## config.mk

```make
export PLATFORM = sky130hd
export DESIGN_NAME = start_seq
export DESIGN_NICKNAME = d
export VERILOG_FILES = /design/src/rtl/start_seq.sv
export SDC_FILE = /design/constraint.sdc
export NUM_CORES = 1
export LEC_CHECK = 0
export BUFFER_PORTS_ARGS = -buffer_cell sky130_fd_sc_hd__clkbuf_2
export CAP_MARGIN = 10
export CORE_MARGIN = 2
export CORE_UTILIZATION = 58
export DETAILED_ROUTE_END_ITERATION = 8
export GPL_TIMING_DRIVEN = 0
export PLACE_DENSITY = 0.93
export SETUP_SLACK_MARGIN = 0.2
export SLEW_MARGIN = 40
export SYNTH_ARGS = -nofsm -noshare
export SYNTH_HDL_FRONTEND = slang
export SYNTH_SLANG_ARGS = --single-unit
```

## constraint.sdc

```tcl
create_clock -name clk -period 6.78 [get_ports clk]
set_input_delay 1.356 -clock clk [delete_from_list [all_inputs] [get_ports clk]]
set_output_delay 1.356 -clock clk [all_outputs]
set_load 0.02 [all_outputs]
```

## src/rtl/start_seq.sv

```systemverilog
module start_seq #(
  parameter int DW      = 16,
  parameter int CLK_PS  = 5000,
  parameter int INIT_NS = 12600,
  parameter int WAIT_NS = 110000,
  parameter logic [DW-1:0] BOOT_WORD  = DW'(16'o000024),
  parameter logic [DW-1:0] BOOT_ADDR  = DW'(16'o173000),
  parameter logic [DW-1:0] TRAP_PC_AT = DW'(16'o000010),
  parameter logic [DW-1:0] TRAP_PS_AT = DW'(16'o000012)
) (
  input  logic          clk,
  input  logic          rst_n,
  input  logic [1:0]    mode_sel,
  input  logic          halt_req,
  input  logic          ucode_present,
  input  logic          instr_bnd,
  input  logic [DW-1:0] cur_pc,
  input  logic          start_cmd,
  input  logic          start_has_val,
  input  logic [DW-1:0] start_val,
  output logic          mem_valid,
  output logic [DW-1:0] mem_addr,
  input  logic          mem_ready,
  input  logic [DW-1:0] mem_rdata,
  output logic          ld_valid,
  output logic [DW-1:0] ld_pc,
  output logic [DW-1:0] ld_ps,
  output logic          ld_ps_en,
  input  logic          ld_ready,
  output logic          chr_valid,
  output logic [7:0]    chr_data,
  input  logic          chr_ready,
  output logic          bus_init,
  output logic          running,
  output logic          in_console,
  output logic          ucode_go
);
  localparam int INIT_CYC = (INIT_NS * 1000 + CLK_PS - 1) / CLK_PS;
  localparam int WAIT_CYC = (WAIT_NS * 1000 + CLK_PS - 1) / CLK_PS;
  localparam int MAXC     = (INIT_CYC > WAIT_CYC) ? INIT_CYC : WAIT_CYC;
  localparam int CW       = $clog2(MAXC + 1);
  localparam int NDIG     = (DW + 2) / 3;
  localparam int NCH      = NDIG + 3;
  localparam int IW       = $clog2(NCH + 1);

  typedef enum logic [3:0] {
    S_PWR, S_RD, S_LD, S_PRT, S_CON, S_INIT, S_WT, S_SVC, S_RUN, S_UC
  } st_t;
  typedef enum logic [1:0] {RK_BOOT, RK_TPC, RK_TPS} rk_t;

  st_t           st;
  rk_t           rdk;
  logic          hlt_q, from_start;
  logic [DW-1:0] addr_q, val_q, pc_q, ps_q;
  logic          psen_q;
  logic [IW-1:0] idx;
  logic [CW-1:0] cnt;

  assign mem_valid  = (st == S_RD);
  assign mem_addr   = addr_q;
  assign ld_valid   = (st == S_LD);
  assign ld_pc      = pc_q;
  assign ld_ps      = ps_q;
  assign ld_ps_en   = psen_q;
  assign chr_valid  = (st == S_PRT);
  assign bus_init   = (st == S_INIT);
  assign running    = (st == S_RUN);
  assign in_console = (st == S_CON);
  assign ucode_go   = (st == S_UC);

  logic [3*NDIG-1:0] vx;
  logic [2:0]        dg;
  int                di, sh;
  assign vx = (3*NDIG)'(val_q);

  always_comb begin
    di = int'(idx);
    sh = (di < NDIG) ? 3 * (NDIG - 1 - di) : 0;
    dg = 3'(vx >> sh);
    if (di < NDIG)          chr_data = {5'b00110, dg};
    else if (di == NDIG)    chr_data = 8'h0D;
    else if (di == NDIG+1)  chr_data = 8'h0A;
    else                    chr_data = 8'h40;
  end

  always_ff @(posedge clk or negedge rst_n) begin
    if (!rst_n) begin
      st <= S_PWR; rdk <= RK_BOOT; hlt_q <= 1'b0; from_start <= 1'b0;
      addr_q <= '0; val_q <= '0; pc_q <= '0; ps_q <= '0; psen_q <= 1'b0;
      idx <= '0; cnt <= '0;
    end else begin
      case (st)
        S_PWR: begin
          hlt_q <= halt_req;
          from_start <= 1'b0;
          case (mode_sel)
            2'd0: begin addr_q <= BOOT_WORD; rdk <= RK_BOOT; st <= S_RD; end
            2'd1: begin val_q <= cur_pc; st <= S_PRT; end
            2'd2: if (halt_req) begin
                    val_q <= BOOT_ADDR; st <= S_PRT;
                  end else begin
                    pc_q <= BOOT_ADDR; psen_q <= 1'b0; st <= S_LD;
                  end
            default: if (ucode_present) st <= S_UC;
                     else begin addr_q <= TRAP_PC_AT; rdk <= RK_TPC; st <= S_RD; end
          endcase
        end
        S_RD: if (mem_ready) begin
          case (rdk)
            RK_BOOT: if (hlt_q) begin
                       val_q <= mem_rdata; st <= S_PRT;
                     end else begin
                       pc_q <= mem_rdata; psen_q <= 1'b0; st <= S_LD;
                     end
            RK_TPC:  begin pc_q <= mem_rdata; addr_q <= TRAP_PS_AT; rdk <= RK_TPS; end
            default: begin ps_q <= mem_rdata; psen_q <= 1'b1; st <= S_LD; end
          endcase
        end
        S_LD: if (ld_ready) begin
          cnt <= '0;
          st  <= from_start ? S_INIT : S_RUN;
        end
        S_PRT: if (chr_ready) begin
          if (idx == IW'(NCH - 1)) begin idx <= '0; st <= S_CON; end
          else idx <= idx + 1'b1;
        end
        S_CON: if (start_cmd) begin
          pc_q <= start_has_val ? start_val : '0;
          ps_q <= '0; psen_q <= 1'b1; from_start <= 1'b1; st <= S_LD;
        end
        S_INIT: if (cnt == CW'(INIT_CYC - 1)) begin cnt <= '0; st <= S_WT; end
                else cnt <= cnt + 1'b1;
        S_WT:   if (cnt == CW'(WAIT_CYC - 1)) begin cnt <= '0; st <= S_SVC; end
                else cnt <= cnt + 1'b1;
        S_SVC: begin
          from_start <= 1'b0;
          if (halt_req) begin val_q <= cur_pc; st <= S_PRT; end
          else st <= S_RUN;
        end
        S_RUN: if (instr_bnd && halt_req) begin val_q <= cur_pc; st <= S_PRT; end
        default: st <= S_RUN;
      endcase
    end
  end
endmodule

```

# Word-level counts from Yosys, hierarchy flattened
# Index checks and enable logic that the tools add are counted.
# classes
n_mux	63
magnitude_cmp	1
eq_ne	39
n_reduce_logical	22
n_addsub	3
n_mul	1
shifts	1
# op_table
cell	n
16-bit two-way mux	18
16-bit one-hot mux with 2 select lines	5
16-bit one-hot mux with 4 select lines	1
4-bit two-way mux	12
16-bit one-hot mux with 3 select lines	1
15-bit two-way mux	3
15-bit one-hot mux with 3 select lines	1
4-bit one-hot mux with 9 select lines	1
32-bit two-way mux	1
16-bit by 32-bit right shift with 3-bit output	1
4-bit == test, second input constant	5
2-bit by 1-bit inequality test with 1-bit output, second input constant	10
4-bit by 3-bit == test with 1-bit output, second input constant	4
15-bit by 1-bit adder with 15-bit output, second input constant	1
15-bit by 12-bit == test with 1-bit output, second input constant	1
15-bit == test, second input constant	1
7-bit two-way mux	2
2-bit inequality test, second input constant	7
7-bit AND reduction	2
4-bit one-hot mux with 3 select lines	1
9-bit AND reduction	1
4-bit by 2-bit == test with 1-bit output, second input constant	2
3-bit by 5-bit multiplier with 8-bit output, first input constant	1
8-bit two-way mux	1
26 further kinds	47
# word_totals
register_bits	92
out_inout_bits	64
word_cells	141

# Depth between registers and ports, before layout
# logic_depth
word_depth	5
ltp_mapped	11
mapped_depth_nobuf	10

# Worst setup path before layout
# Ideal clock, no wire load.
# synth_path
path_type	reg-to-output
from	reg idx[2]
to	out chr_data[0]
path_stages_with_launch	11
required_ns	5.424
path_buffers	0
arrival_time_ns	3.271
path_slack_ns	2.153
cell_sequence	dfrtp_1 -> ha_1 -> xor2_1 -> ha_1 -> ha_1 -> a21o_1 -> a211o_1 -> o21ai_1 -> a22oi_1 -> or4_1 -> a41oi_1
# synth_between
elab_chain_cells	5
elab_cells_between_ends	8
# synth_lines
item	line	rtl
start: declaration	56	logic [IW-1:0] idx;
start signal: assignment	125	else idx <= idx + 1'b1;
3-bit by 4-bit subtractor with 5-bit output	78	sh = (di < NDIG) ? 3 * (NDIG - 1 - di) : 0;
3-bit by 5-bit multiplier with 8-bit output	78	
32-bit two-way mux	78	
16-bit by 32-bit right shift with 3-bit output	79	dg = 3'(vx >> sh);
8-bit two-way mux *	80	if (di < NDIG) chr_data = {5'b00110, dg};
end: declaration	31	output logic [7:0] chr_data,
# Mark *: on every way between the ends. The rest lies on a longest branch, timed or not.

# Final worst setup path
# Ends and elaborated chain as after synthesis.

==> flow_summary_export.csv <==
group,metric,value,unit
synthesis,synthDominantCellAreaShare,39.57,%
clock_tree,tritoncts_num_sinks,78,
global_route,first_pass_grt_wire_length,22510,µm
synthesis,avgSynthCellArea,8.668,µm²
pwr,power.net_switching,1.499,mW
layout,layout-area-overhead-vs-synth,19.13,%
synthesis,synth.yosys.warnings,0,
timing,time_the_worst_path_needs_with_i_o_delays_and_setup,5317,ps
pwr,p_int,1.482,mW
worst_setup_path,worst_path_max_delay_cell,"dfrtp_1",
worst_setup_path,timing.setup.critical_path_class,"register to output pin",
pwr,p_clk_share,10.9,%
detailed_routing,detailedRoute.firstPassIterationCount,6,
clock_tree,htree_levels,3,
timing,fmax,0.1881,GHz
synthesis,post_synth_num_cell_types,70,
pwr,power_density_normalized_to_cell_area,507.3,mW/mm²
pwr,pwr-share-comb,61.8,%
synthesis,syn_area,0.004932,mm²
timing,final_slew_violations,0,
die,top_level_ports,124,
global_route,grt_start_max_net_pins,41,
clock_tree,cts_root_buffer_type,"clkbuf_8",
timing,timing.clock.skew,13.82,ps
clock_tree,cts_tree,"done",
clock_tree,post_cts_buffers,0,
synthesis,post_synth_main_area_contributors,"dfrtp_1 (40%), nand2_1 (5.9%), ha_1 (3.8%), o21ai_0 (3.8%), nor2_1 (3.6%)",
global_route,antenna_found_initial,0,
clock_tree,cts.path.max_buffers,2,
detailed_routing,routed_wire_length_per_instance,17.32,µm
timing,worst_slew_margin_rel,48.51,%
die,start_util,60.03,%
detailed_routing,avgViaCountPerCell,6.314,
pwr,power.share.switching,50.28,%
clock_tree,postCtsResizedCells,0,
placed_design,port_buffers,110,
min_path,hold_path.class,"register to register",
clock_tree,numCtsBuffers,9,
run,timing.max_cap.violations,0,
clock_tree,clkSlewWorstSetupHoldPaths,80,ps
worst_setup_path,crit_family,"compound AO/OA/AOI/OAI gates",
die,die_x,96.22,µm
global_route,globalRouteTotalUtil,31.11,%
placed_design,place.detailed.hpwl,10670,µm
worst_setup_path,critical_path.max_stage_delay,490,ps
timing,max_slew.worst_pin.slew,752.9,ps
placed_design,routability_cong,0.9533,
timing,fraction_of_the_cycle_the_final_worst_path_needs,78.43,%
synthesis,synth_seq_cells,78,
pwr,power.ir.vdd_worst,0.2835,mV
synthesis,netlist.top_cell.by_area,"dfrtp_1",
detailed_routing,drtIter0Drc,571,
layout,layout.filler_cells,603,
synthesis,ys_async_sr_fraction,100.0,%
timing,final_hold_viol_count,0,
worst_setup_path,cp_data_required_time,5420,ps
synthesis,synth_common_cells,"dfrtp_1 (78), nand2_1 (77), nor2_1 (47), o21ai_0 (37), nand3_1 (27)",
worst_setup_path,cp_cell_sequence,"ha_1, xor2_1, ha_1, ha_1, a21o_1, a211o_1, o21ai_1, a22oi_1, or4_1, a41oi_1, clkbuf_2",
detailed_routing,detail_route.drc_violations,0,
worst_setup_path,timing.critical_path.from_type,"register",
worst_setup_path,critical_path.most_common_cell,"ha_1",
global_route,grt_pass1_vias,4602,
detailed_routing,drt-total-wl,14090,µm
die,placement_rows,33,
pwr,pwr-share-seq,27.4,%
synthesis,post-synth-top-count-cell,"dfrtp_1",
layout,layout.nets,779,
worst_setup_path,timing.critical_path.arrival,3960,ps
clock_tree,insertion_delay,360,ps
clock_tree,cts_hold_buffers,0,
die,die_h,96.22,µm
synthesis,synth.yosys.seq_area_share,39.57,%
die,die_area,0.009257,mm²
timing,rsz_0062_raised_after_global_routing,"false",
global_route,globalRoute.totalOverflow,0,
detailed_routing,drtAntennaViolNets,0,
synthesis,synth-edff-count,0,
timing,report.final.setup_viol,0,
synthesis,synth_top_flop_cell,"dfrtp_1",
die,core_region_area,0.008217,mm²
layout,antenna_cells_inserted,0,
pwr,fin_total_pwr,2.981,mW
detailed_routing,routed-via-count,5133,
layout,layout_cells_sized_above_1,25.00,%
timing,totalNegativeSetupSlack,0,ps
worst_setup_path,worstSetupEndpointType,"output pin",
synthesis,synthesis.instances,569,
pwr,p_leak,2.922,nW
worst_setup_path,path_max_fanout,10,
worst_setup_path,critical_path_buf_inv_count,1,
run_status,outcome,"finished, final reports clean",
==> per-stage QoR <==
| stage | hold slack, ps | util (%) | worst slack, ps | cells | instance area [µm²] |
|---|---|---|---|---|---|
| detailed placement | 460.7 | 69.30 | 1889 | 797 | 5694 |
| floorplan | 460.7 | - | 2153 | 581 | 4977 |
| global route | 512.6 | 71.51 | 1256 | 813 | 5876 |
| CTS | 482.1 | 71.51 | 1501 | 813 | 5876 |
| global placement | 454.5 | 68.87 | 1928 | 796 | 5659 |
| finish | 479.6 | 71.51 | 1463 | 813 | 5876 |
==> state kept, by name, summed over array words and instances, names as in the netlist, 3 cells and up <==
name	cells
ld_pc	16
ld_ps	16
val_q	16
cnt	15
idx	4
st	4
mem_addr	3
==> placed cells by master, fill, tap and decap left out, types with 5 or more instances in the layout <==
cell / count
a221oi_1: 9
nand2b_1: 5
clkbuf_1: 22
buf_2: 15
clkbuf_8: 10
xor2_1: 5
nor2_1: 47
buf_4: 17
dfrtp_1: 78
clkbuf_2: 109
a221o_1: 5
a22oi_1: 23
nand2_1: 77
nand3_1: 27
nand4_1: 10
conb_1: 13
and3_1: 5
o21ai_0: 37
nor3_1: 8
a21oi_1: 26
mux2i_1: 13
ha_1: 15
inv_1: 21
a31oi_1: 13
==> area by class of cell <==
cell class	count	area [µm²]	share of cell area, %
buffer	55	296.5	5.047
inverter	22	82.58	1.405
tap	105	131.4	2.236
clock inverter	7	57.56	0.9796
clock buffer	9	123.9	2.108
sequential	78	1952	33.22
multi-input combinational	426	2653	45.14
timing repair buffer	111	579.3	9.859
==> worst paths after layout <==
kind,cells after the start,start,to,slack (ps)
max,11,idx[2],chr_data[0],1460
min,2,ld_ps[12],ld_ps[12],480
max reg2reg,8,cnt[0],cnt[2],4240
min reg2reg,2,ld_ps[12],ld_ps[12],480
max in group asynchronous,2,rst_n,cnt[8],5360
min in group asynchronous,1,rst_n,val_q[3],890
==> routing by layer <==
| layer | global-route usage (%) | vias up | share of wire (%) |
|---|---|---|---|
| met4 | 10.95 | 0 | 3.2 |
| met1 | 43.02 | 2460 | 39 |
| li1 | - | 2303 | - |
| met5 | 0 | - | 0 |
| met3 | 3.837 | 53 | 9.1 |
| met2 | 50.52 | 317 | 49 |
==> worst min-delay path, stage by stage (launching register included) <==
cell and delay (ps):
dfrtp_1 350, nand2_1 50, nand2_1 50
==> logic make-up (layout without fill, tap and decap cells) <==
| logic type | count (synthesis) | count (layout) | share of synthesized area, % |
|---|---|---|---|
| and+or+nand+nor | 216 | 216 | 21.49 |
| AOI/OAI and AO/OA | 154 | 154 | 21.28 |
| buffers and inverters | 77 | 204 | 7.686 |
| adders and majority gates | 16 | 16 | 4.211 |
| xor gates and xnor gates | 9 | 9 | 1.598 |
| muxes | 18 | 18 | 4.084 |
| DFF | 78 | 78 | 39.57 |
| other | 1 | 13 | 0.07603 |
==> power by group through the flow <==
stage / combinational (mW) / clock, mW / sequential (mW)
final: 1.84 / 0.324 / 0.816
after global placement: 1.76 / 0 / 0.804
after CTS: 1.82 / 0.323 / 0.808
after global routing: 2.02 / 0.347 / 0.832
after detailed placement: 1.81 / 0 / 0.814
after floorplan: 1.20 / 0 / 0.894
No activity file was read; power rests on OpenSTA's default activity.
